### src/rtl/uart3x_pkg.sv
package uart3x_pkg;
    localparam int DATA_W        = 8;
    localparam int DIV_W         = 16;
    localparam int TICKS_PER_BIT = 3;
    localparam int PHASE_W       = $clog2(TICKS_PER_BIT + 1);
    localparam int BITCNT_W      = $clog2(DATA_W);

    typedef enum logic [1:0] {
        TX_IDLE,
        TX_START,
        TX_DATA,
        TX_STOP
    } tx_state_e;

    typedef enum logic [1:0] {
        RX_IDLE,
        RX_START,
        RX_DATA,
        RX_STOP
    } rx_state_e;
endpackage

### src/rtl/uart3x_tick.sv
module uart3x_tick #(
    parameter int DIV_W     = 16,
    parameter bit HALF_LOAD = 1'b0
) (
    input  logic             clk,
    input  logic             rst,
    input  logic [DIV_W-1:0] div,
    input  logic             clr,
    output logic             tick
);
    logic [DIV_W-1:0] lim;
    logic [DIV_W-1:0] cnt;
    logic [DIV_W-1:0] load_val;

    assign lim  = (div == '0) ? DIV_W'(1) : div;
    assign tick = (cnt >= lim - DIV_W'(1));

    generate
        if (HALF_LOAD) begin : g_half
            assign load_val = lim >> 1;
        end else begin : g_zero
            assign load_val = '0;
        end
    endgenerate

    always_ff @(posedge clk) begin
        if (rst) begin
            cnt <= '0;
        end else if (clr) begin
            cnt <= load_val;
        end else if (tick) begin
            cnt <= '0;
        end else begin
            cnt <= cnt + DIV_W'(1);
        end
    end
endmodule

### src/rtl/uart3x_tx.sv
module uart3x_tx
    import uart3x_pkg::*;
(
    input  logic              clk,
    input  logic              rst,
    input  logic              tick,
    input  logic              load,
    input  logic [DATA_W-1:0] load_byte,
    output logic              line,
    output logic              busy
);
    tx_state_e            state, nxt;
    logic [PHASE_W-1:0]   phase;
    logic [BITCNT_W-1:0]  bitn;
    logic [DATA_W-1:0]    shreg;
    logic                 last;

    assign last = tick && (phase == PHASE_W'(TICKS_PER_BIT - 1));

    always_comb begin
        nxt = state;
        unique case (state)
            TX_IDLE:  if (load) nxt = TX_START;
            TX_START: if (last) nxt = TX_DATA;
            TX_DATA:  if (last && bitn == BITCNT_W'(DATA_W - 1)) nxt = TX_STOP;
            TX_STOP:  if (last) nxt = TX_IDLE;
            default:  nxt = TX_IDLE;
        endcase
    end

    always_ff @(posedge clk) begin
        if (rst) begin
            state <= TX_IDLE;
            phase <= '0;
            bitn  <= '0;
            shreg <= '0;
        end else begin
            state <= nxt;
            if (state == TX_IDLE) begin
                if (load) begin
                    shreg <= load_byte;
                    phase <= '0;
                    bitn  <= '0;
                end
            end else if (tick) begin
                if (last) begin
                    phase <= '0;
                    if (state == TX_DATA) begin
                        shreg <= shreg >> 1;
                        bitn  <= bitn + BITCNT_W'(1);
                    end
                end else begin
                    phase <= phase + PHASE_W'(1);
                end
            end
        end
    end

    always_comb begin
        unique case (state)
            TX_START: line = 1'b0;
            TX_DATA:  line = shreg[0];
            default:  line = 1'b1;
        endcase
        busy = (state != TX_IDLE);
    end
endmodule

### src/rtl/uart3x_rx.sv
module uart3x_rx
    import uart3x_pkg::*;
(
    input  logic              clk,
    input  logic              rst,
    input  logic              rx_in,
    input  logic              tick,
    output logic              start_det,
    output logic              done,
    output logic [DATA_W-1:0] rx_byte
);
    rx_state_e            state, nxt;
    logic [1:0]           sync;
    logic                 smp;
    logic [PHASE_W-1:0]   phase;
    logic [BITCNT_W-1:0]  bitn;
    logic [1:0]           ones;
    logic [DATA_W-1:0]    shreg;
    logic                 last;
    logic                 mid;
    logic                 vote;

    assign smp  = sync[1];
    assign last = tick && (phase == PHASE_W'(TICKS_PER_BIT - 1));
    assign mid  = tick && (phase == PHASE_W'(1));
    assign vote = ({1'b0, ones} + {2'b00, smp}) >= 3'd2;

    always_comb begin
        nxt = state;
        unique case (state)
            RX_IDLE:  if (!smp) nxt = RX_START;
            RX_START: begin
                if (mid && smp)  nxt = RX_IDLE;
                else if (last)   nxt = RX_DATA;
            end
            RX_DATA:  if (last && bitn == BITCNT_W'(DATA_W - 1)) nxt = RX_STOP;
            RX_STOP:  if (last) nxt = RX_IDLE;
            default:  nxt = RX_IDLE;
        endcase
    end

    always_ff @(posedge clk) begin
        if (rst) begin
            sync  <= 2'b11;
            state <= RX_IDLE;
            phase <= '0;
            bitn  <= '0;
            ones  <= '0;
            shreg <= '0;
        end else begin
            sync  <= {sync[0], rx_in};
            state <= nxt;
            if (state == RX_IDLE) begin
                phase <= '0;
                bitn  <= '0;
                ones  <= '0;
            end else if (tick) begin
                if (last) begin
                    phase <= '0;
                    ones  <= '0;
                    if (state == RX_DATA) begin
                        shreg <= {vote, shreg[DATA_W-1:1]};
                        bitn  <= bitn + BITCNT_W'(1);
                    end
                end else begin
                    phase <= phase + PHASE_W'(1);
                    ones  <= ones + {1'b0, smp};
                end
            end
        end
    end

    always_comb begin
        start_det = (state == RX_IDLE) && !smp;
        done      = (state == RX_STOP) && last && vote;
        rx_byte   = shreg;
    end
endmodule

### src/rtl/uart3x_port.sv
module uart3x_port
    import uart3x_pkg::*;
(
    input  logic              clk,
    input  logic              rst,
    output logic              ser_tx,
    input  logic              ser_rx,
    input  logic [DIV_W-1:0]  baud_div,
    input  logic              cs_n,
    input  logic              wr_n,
    input  logic              rd_n,
    input  logic              addr,
    input  logic [DATA_W-1:0] wdata,
    output logic [DATA_W-1:0] rdata,
    output logic              rx_irq,
    output logic              tx_free
);
    logic              tx_tick, rx_tick;
    logic              tx_busy, tx_load;
    logic              rx_start, rx_done;
    logic [DATA_W-1:0] rx_byte;
    logic [DATA_W-1:0] data_q;
    logic              full_q;
    logic              wr_hit, rd_hit;

    assign wr_hit  = !cs_n && !wr_n && !addr;
    assign rd_hit  = !cs_n && !rd_n && !addr;
    assign tx_load = wr_hit && !tx_busy;

    uart3x_tick #(.DIV_W(DIV_W), .HALF_LOAD(1'b0)) u_tx_tick (
        .clk(clk), .rst(rst), .div(baud_div), .clr(tx_load), .tick(tx_tick)
    );

    uart3x_tick #(.DIV_W(DIV_W), .HALF_LOAD(1'b1)) u_rx_tick (
        .clk(clk), .rst(rst), .div(baud_div), .clr(rx_start), .tick(rx_tick)
    );

    uart3x_tx u_tx (
        .clk(clk), .rst(rst), .tick(tx_tick), .load(tx_load),
        .load_byte(wdata), .line(ser_tx), .busy(tx_busy)
    );

    uart3x_rx u_rx (
        .clk(clk), .rst(rst), .rx_in(ser_rx), .tick(rx_tick),
        .start_det(rx_start), .done(rx_done), .rx_byte(rx_byte)
    );

    always_ff @(posedge clk) begin
        if (rst) begin
            full_q <= 1'b0;
            data_q <= '0;
        end else if (rx_done) begin
            full_q <= 1'b1;
            data_q <= rx_byte;
        end else if (rd_hit) begin
            full_q <= 1'b0;
        end
    end

    always_comb begin
        rx_irq  = full_q;
        tx_free = !tx_busy;
        rdata   = addr ? {{(DATA_W-2){1'b0}}, !tx_busy, full_q} : data_q;
    end
endmodule

### config.mk
export PLATFORM = sky130hd
export DESIGN_NAME = uart3x_port
export DESIGN_NICKNAME = d
export VERILOG_FILES = /design/src/rtl/uart3x_pkg.sv /design/src/rtl/uart3x_tick.sv /design/src/rtl/uart3x_tx.sv /design/src/rtl/uart3x_rx.sv /design/src/rtl/uart3x_port.sv
export SDC_FILE = /design/constraint.sdc
export NUM_CORES = 1
export LEC_CHECK = 0
export BUFFER_PORTS_ARGS = -buffer_cell sky130_fd_sc_hd__buf_2
export CAP_MARGIN = 10
export CORE_ASPECT_RATIO = 1.25
export CORE_MARGIN = 2
export CORE_UTILIZATION = 35
export CTS_BUF_LIST = sky130_fd_sc_hd__clkbuf_2
export DETAILED_ROUTE_END_ITERATION = 10
export PLACE_DENSITY = 0.51
export SYNTH_ARGS = -nofsm -noshare
export SYNTH_HDL_FRONTEND = slang
export SYNTH_SLANG_ARGS = --single-unit
### constraint.sdc
create_clock -name clk -period 9.7 [get_ports clk]
set_input_delay 1.94 -clock clk [delete_from_list [all_inputs] [get_ports clk]]
set_output_delay 1.94 -clock clk [all_outputs]
set_load 0.02 [all_outputs]
### After elaboration in Yosys (flattened, before gate mapping)

Index checks and enable logic that the tools add are counted.

* register bits: 75
* latch bits: 0
* bits in writable memories: 0
* bits in read-only memories: 0
* input port bits: 31
* logic and storage cells: 118
* memories: 0

* $add $sub $neg: 9
* $mul: 0
* div/mod/pow operators: 0
* $lt $le $gt $ge: 3
* equality and inequality tests: 19
* shift operators: 0
* multiplexer cells: 34
* bitwise gates (word level): 1
* reductions and logical operators: 37

Operators with widths (count)
* two-way mux 8 bit: 6
* adder 16 x 1 -> 16 bit (second input constant): 2
* greater-or-equal comparator 16 bit: 2
* two-way mux 15 bit: 2
* two-way mux 2 bit: 15
* zero test 16 bit: 1
* two-way mux 16 bit: 1
* case mux 2 bit (4 select lines): 2
* AND reduction 4 bit: 4
* subtractor 16 x 1 -> 16 bit (second input constant): 1
* two-way mux 3 bit: 5
* logical AND 1 bit: 14
* equality test 2 bit (second input constant): 6
* inequality test 2 x 1 -> 1 bit (second input constant): 5
* nonzero test 2 bit: 5
* adder 3 x 1 -> 3 bit (second input constant): 2
* equality test 2 x 1 -> 1 bit (second input constant): 3
* equality test 3 bit (second input constant): 2
* zero test 1 bit: 6
* OR reduction 3 bit: 2
* adder 2 x 1 -> 2 bit (second input constant): 2
* zero test 2 bit: 2
* inequality test 2 bit (second input constant): 2
* adder 2 x 1 -> 3 bit: 1
* other kinds (9): 10

### Logic depth before layout (Yosys ltp)

* word-level depth: 8
* gate-level depth with buffers: 18

### Modules after synthesis

A second synthesis with hierarchy kept.

* cell total of the unflattened synthesis: 560
* area, all modules: 4959.8 um2

By module, submodules not included
* uart3x_tick at u_rx_tick: instances 1, cells an instance 178, area each 1482.7 um2, seq. area each 320.3 um2
* uart3x_tick at u_tx_tick: instances 1, cells an instance 164, area each 1325.0 um2, seq. area each 320.3 um2
* uart3x_rx: instances 1, cells an instance 90, area each 903.4 um2, seq. area each 380.4 um2
* uart3x_tx: instances 1, cells an instance 86, area each 842.1 um2, seq. area each 300.3 um2
* uart3x_port: instances 1, cells an instance 42, area each 406.6 um2, seq. area each 180.2 um2

### Worst setup path after synthesis

No wires, ideal clock.

* path kind: input port to flip-flop
* from: input port baud_div[9]
* to: register u_rx_tick.cnt[10]
* library setup time: 69 ps
* arrival time: 5485 ps
* path slack: 4146 ps
* stages on the path: 17
* path through: or4_4 -> or3_4 -> nor3_1 -> a21oi_1 -> ha_1 -> inv_1 -> or2_1 -> nor3_1 -> xnor2_1 -> ha_1 -> and4_1 -> o311a_1 -> o31ai_1 -> nand3_1 -> or3_1 -> buf_2 -> o21ai_1

* cells in the longest elaborated chain, start to end: 6

Ends and longest elaborated chain
* from (decl): line uart3x_port.sv:8 `input logic [DIV_W-1:0] baud_div,`
* zero test 16 bit: line uart3x_tick.sv:15 `assign lim = (div == '0) ? DIV_W'(1) : div;`
* two-way mux 16 bit *: line uart3x_tick.sv:15
* subtractor 16 x 1 -> 16 bit: line uart3x_tick.sv:16 `assign tick = (cnt >= lim - DIV_W'(1));`
* greater-or-equal comparator 16 bit: line uart3x_tick.sv:16
* two-way mux 15 bit: line uart3x_tick.sv:31 `end else if (tick) begin`
* two-way mux 15 bit *: line uart3x_tick.sv:29 `end else if (clr) begin`
* to (signal assigned): line uart3x_tick.sv:30 `cnt <= load_val;`
* to (signal assigned): line uart3x_tick.sv:34 `cnt <= cnt + DIV_W'(1);`
* to (decl): line uart3x_tick.sv:12 `logic [DIV_W-1:0] cnt;`

Mark *: on every way between the ends. The rest lies on a longest branch, timed or not.
A chain may end at the register's enable or synchronous reset.

### Worst setup path after layout

* from: input port baud_div[9]
* to: register u_rx_tick.cnt[2]

Same word-level chain as after synthesis.

==> results.md <==
- CTS Sinks: 75
- Die ar.: 13700 sq um
- Vias: 3679
- Register area: 1500 sq um
- Post-synth ARST share: 0%
- Hold-fix buffers, CTS: 0
- Hold path cells: 1
- Placed cell areas: 4830 sq um
- GRT overflow: 0
- First-pass GRT wire length: 16900 microns
- GR Util met3: 3.45%
- Crit path largest cell delay: 700 ps
- Die Width: 105 microns
- Final instance area: 4940 sq um
- Worst Reg-to-Reg Cells: 7
- Fin Setup TNS: 0 ps
- Fin crit share: 62.9%
- Grt met2 use: 27.7%
- Later-pin clock latency in the skew report: 530 ps
- Antenna viol nets, final: 0
- Slew @ Worst Pin: 1010 ps
- Sequential-to-total area share from yosys stat: 33.6%
- Clock skew: 21.7 ps
- NumNets Final: 622
- P per Cell Area: 133 nW/um^2
- Layout cell share with drive strength beyond 1: 13.3%
- Clock buffer depth: 2
- Ys flop type: dfxtp_1
- WHS Endpoint: u_rx.sync[1]
- Netlist Area Pre-Place: 4470 sq um
- Max FO, Critical Path: 14
- Core area: 12600 sq um
- Reg2reg setup slack: 6640 ps
- CTS Root Cell: clkbuf_2
- Antenna Cells: 0
- CP bufs+invs: 2
- Seq cells post-synth: 75
- Global-route track usage on met1: 18.3%
- CP arrival: 6570 ps
- Crit path kind: in2reg
- Final Hold Slack: 438 ps
- Max Transition Viols Final: 0
- GP Congestion: 0.810
- CP cell instances: buf_2 > or4_4 > or3_4 > nor3_1 > a21oi_1 > ha_1 > inv_1 > or2_1 > nor3_1 > xnor2_1 > ha_1 > and4_1 > o311a_1 > o31ai_1 > nand3_1 > or3_1 > o21ai_1
- Max_cap viols: 0
- Final Critical Period: 6100 ps
- Final Instance Count excl. Fillers: 717
- Filler cells: 1292
- I/O Pins: 42
- Syn avg cell area: 8.81 sq um
- Final count of hold timing violations: 0
- Drt first pass iters: 4
- Largest net degree at the start of global routing: 35
- Total CTS buffers: 9
- # rows: 46
- Final setup fails: 0
- CTS tree: built
- Vias in the first global route: 3478
- H-tree Lvls: 3
- Initial antenna violation count: 0
- Pre-CTS setup slack: 3070 ps
- Die span in y: 130 microns
- Crit path launch type: primary input
- Via density: 5.13
- CTS resizes: 0
- RR Endpoint: u_rx_tick.cnt[2]
- Synth unique cells: 54
- Pleak: 2.11 nW
- Total track usage: 15.6%
- Hold Crit Class: reg2reg
- Crit path required time: 10180 ps
- CP delay by family, top: simple AND/OR/NAND/NOR gates
- R2R Path Start: u_rx_tick.cnt[6]
- Cells after Synth: 507
- Routed wire length: 10400 microns
- Area grow syn2layout: 10.6%
- Clk slew on worst S/H paths: 210 ps
- Initial DRC Count: 127
- Number of warnings issued by yosys: 0
- Setup repair after global routing missed its margin: no
- Post-synth EDFFs: 0
- Fmax: 0.164 GHz
- Worst VDD drop: 0.0804 mV
- Outcome: finished, final reports clean
- Placed cell count: 701
- Setup ws final: 3600 ps
- Crit. End Element: register
- Max-slew headroom: 31.9%
- Avg WL per Cell: 14.5 microns
- HP Start: u_rx.sync[0]
- DRC Markers: 0
- Initial Util: 35.4%
- Most used routing layer: met2
- Postcts setup bufs: 0
- Multi-input logic area: 2850 sq um
- Post-Syn Nets: 584
- Buffers added on ports: 41
- Final HPWL DP: 7810 microns
- Critical-path top delay cell: or3_1
[cells by family (layout without fill, tap and decap cells)]
logic type | Yosys count | after routing | synth area share [%]
and+or+nand+nor | 207 | 207 | 24.0
xor gates and xnor gates | 40 | 40 | 7.84
adders and majority gates | 46 | 46 | 12.9
DFF | 75 | 75 | 33.6
muxes | 36 | 36 | 8.15
buffers and inverters | 31 | 73 | 2.72
AOI/OAI and AO/OA | 72 | 72 | 10.8
[cell usage after synthesis, drive strengths merged (2+ instances only)]
master	number	area, sq um
or2	5	31.3
a21oi	13	68.8
inv	14	52.6
o211ai	11	82.6
mux2	3	33.8
nor3	10	55.1
ha	46	576
mux2i	33	330
nand2	61	229
nand3	12	60.1
nand3b	2	15.0
o21ai	20	100
nor2	48	180
or3	10	77.6
o21a	4	30.0
and2	2	12.5
or4	2	22.5
nor4	5	61.3
nand2b	11	68.8
xnor2	25	219
clkbuf	11	41.3
a211oi	7	52.6
nor2b	16	100
xor2	15	131
o41ai	2	17.5
buf	5	23.8
nand4	7	43.8
o311a	2	20.0
o31ai	2	15.0
and3	10	62.6
dfxtp	75	1500
and4	4	35.0
[state kept, by name, summed over array words and instances (netlist names), 3 cells and up, named ones only]
signal / cells
u_rx.bitn: 3
u_rx.rx_byte: 8
data_q: 8
u_tx.shreg: 8
u_tx_tick.cnt: 16
u_tx.bitn: 3
u_rx_tick.cnt: 16
[report_power, final]
part / switching [mW] / internal [mW]
clock network: 0.113 / 0.0558
registers: 0.0126 / 0.321
logic: 0.0955 / 0.0594
total: 0.221 / 0.436
[worst reg2reg max path, stage by stage (launching register included)]
cell	delay (ps)
dfxtp_1	490
ha_1	290
and3_1	180
o311a_1	330
o31ai_1	360
nand3_1	420
or3_1	710
o21ai_1	220
[cells in the final DEF, fill, tap and decap left out, types with 10 or more instances in the layout]
master / n
dfxtp_1: 75
nand2_1: 61
nor2_1: 48
ha_1: 46
buf_2: 41
mux2i_1: 33
xnor2_1: 25
nor2b_1: 16
xor2_1: 15
inv_1: 14
o21ai_1: 14
a21oi_1: 12
nand3_1: 12
nand2b_1: 11
o211ai_1: 11
and3_1: 10
[cell type report]
type	instances	share of cell area, %
clock inverters	6	1.16
flip-flops and latches	75	30.4
clock buffers	9	0.911
repair buffers	43	4.46
inverters	15	1.14
well taps	168	4.25
multi-input cells	401	57.7
[per-stage QoR]
stage | util (%) | total power [mW]
finish | 39.2 | 0.657
global route | 39.2 | 0.697
CTS | 39.2 | 0.666
detailed placement | 38.3 | 0.495
global placement | 38.3 | 0.490
floorplan | - | 0.447
[metal layers]
| layer | wire length, microns | part of all wire [%] |
|---|---|---|
| met1 | 4650 | 45 |
| met2 | 5080 | 49 |
| met3 | 441 | 4.2 |
| met4 | 217 | 2.1 |
| met5 | 0 | 0 |
[worst max path at each step]
stage                        end  cells after the start         from  slack [ps]
3_5_place_dp    u_rx_tick.cnt[2]                     17  baud_div[9]        3070
2_1_floorplan  u_rx_tick.cnt[10]                     17  baud_div[9]        4150
5_1_grt         u_rx_tick.cnt[2]                     17  baud_div[9]        3270
6_report        u_rx_tick.cnt[2]                     17  baud_div[9]        3600
4_1_cts         u_rx_tick.cnt[2]                     17  baud_div[9]        3670
3_3_place_gp   u_rx_tick.cnt[12]                     17  baud_div[9]        3200
No activity file was read; power rests on OpenSTA's default activity.
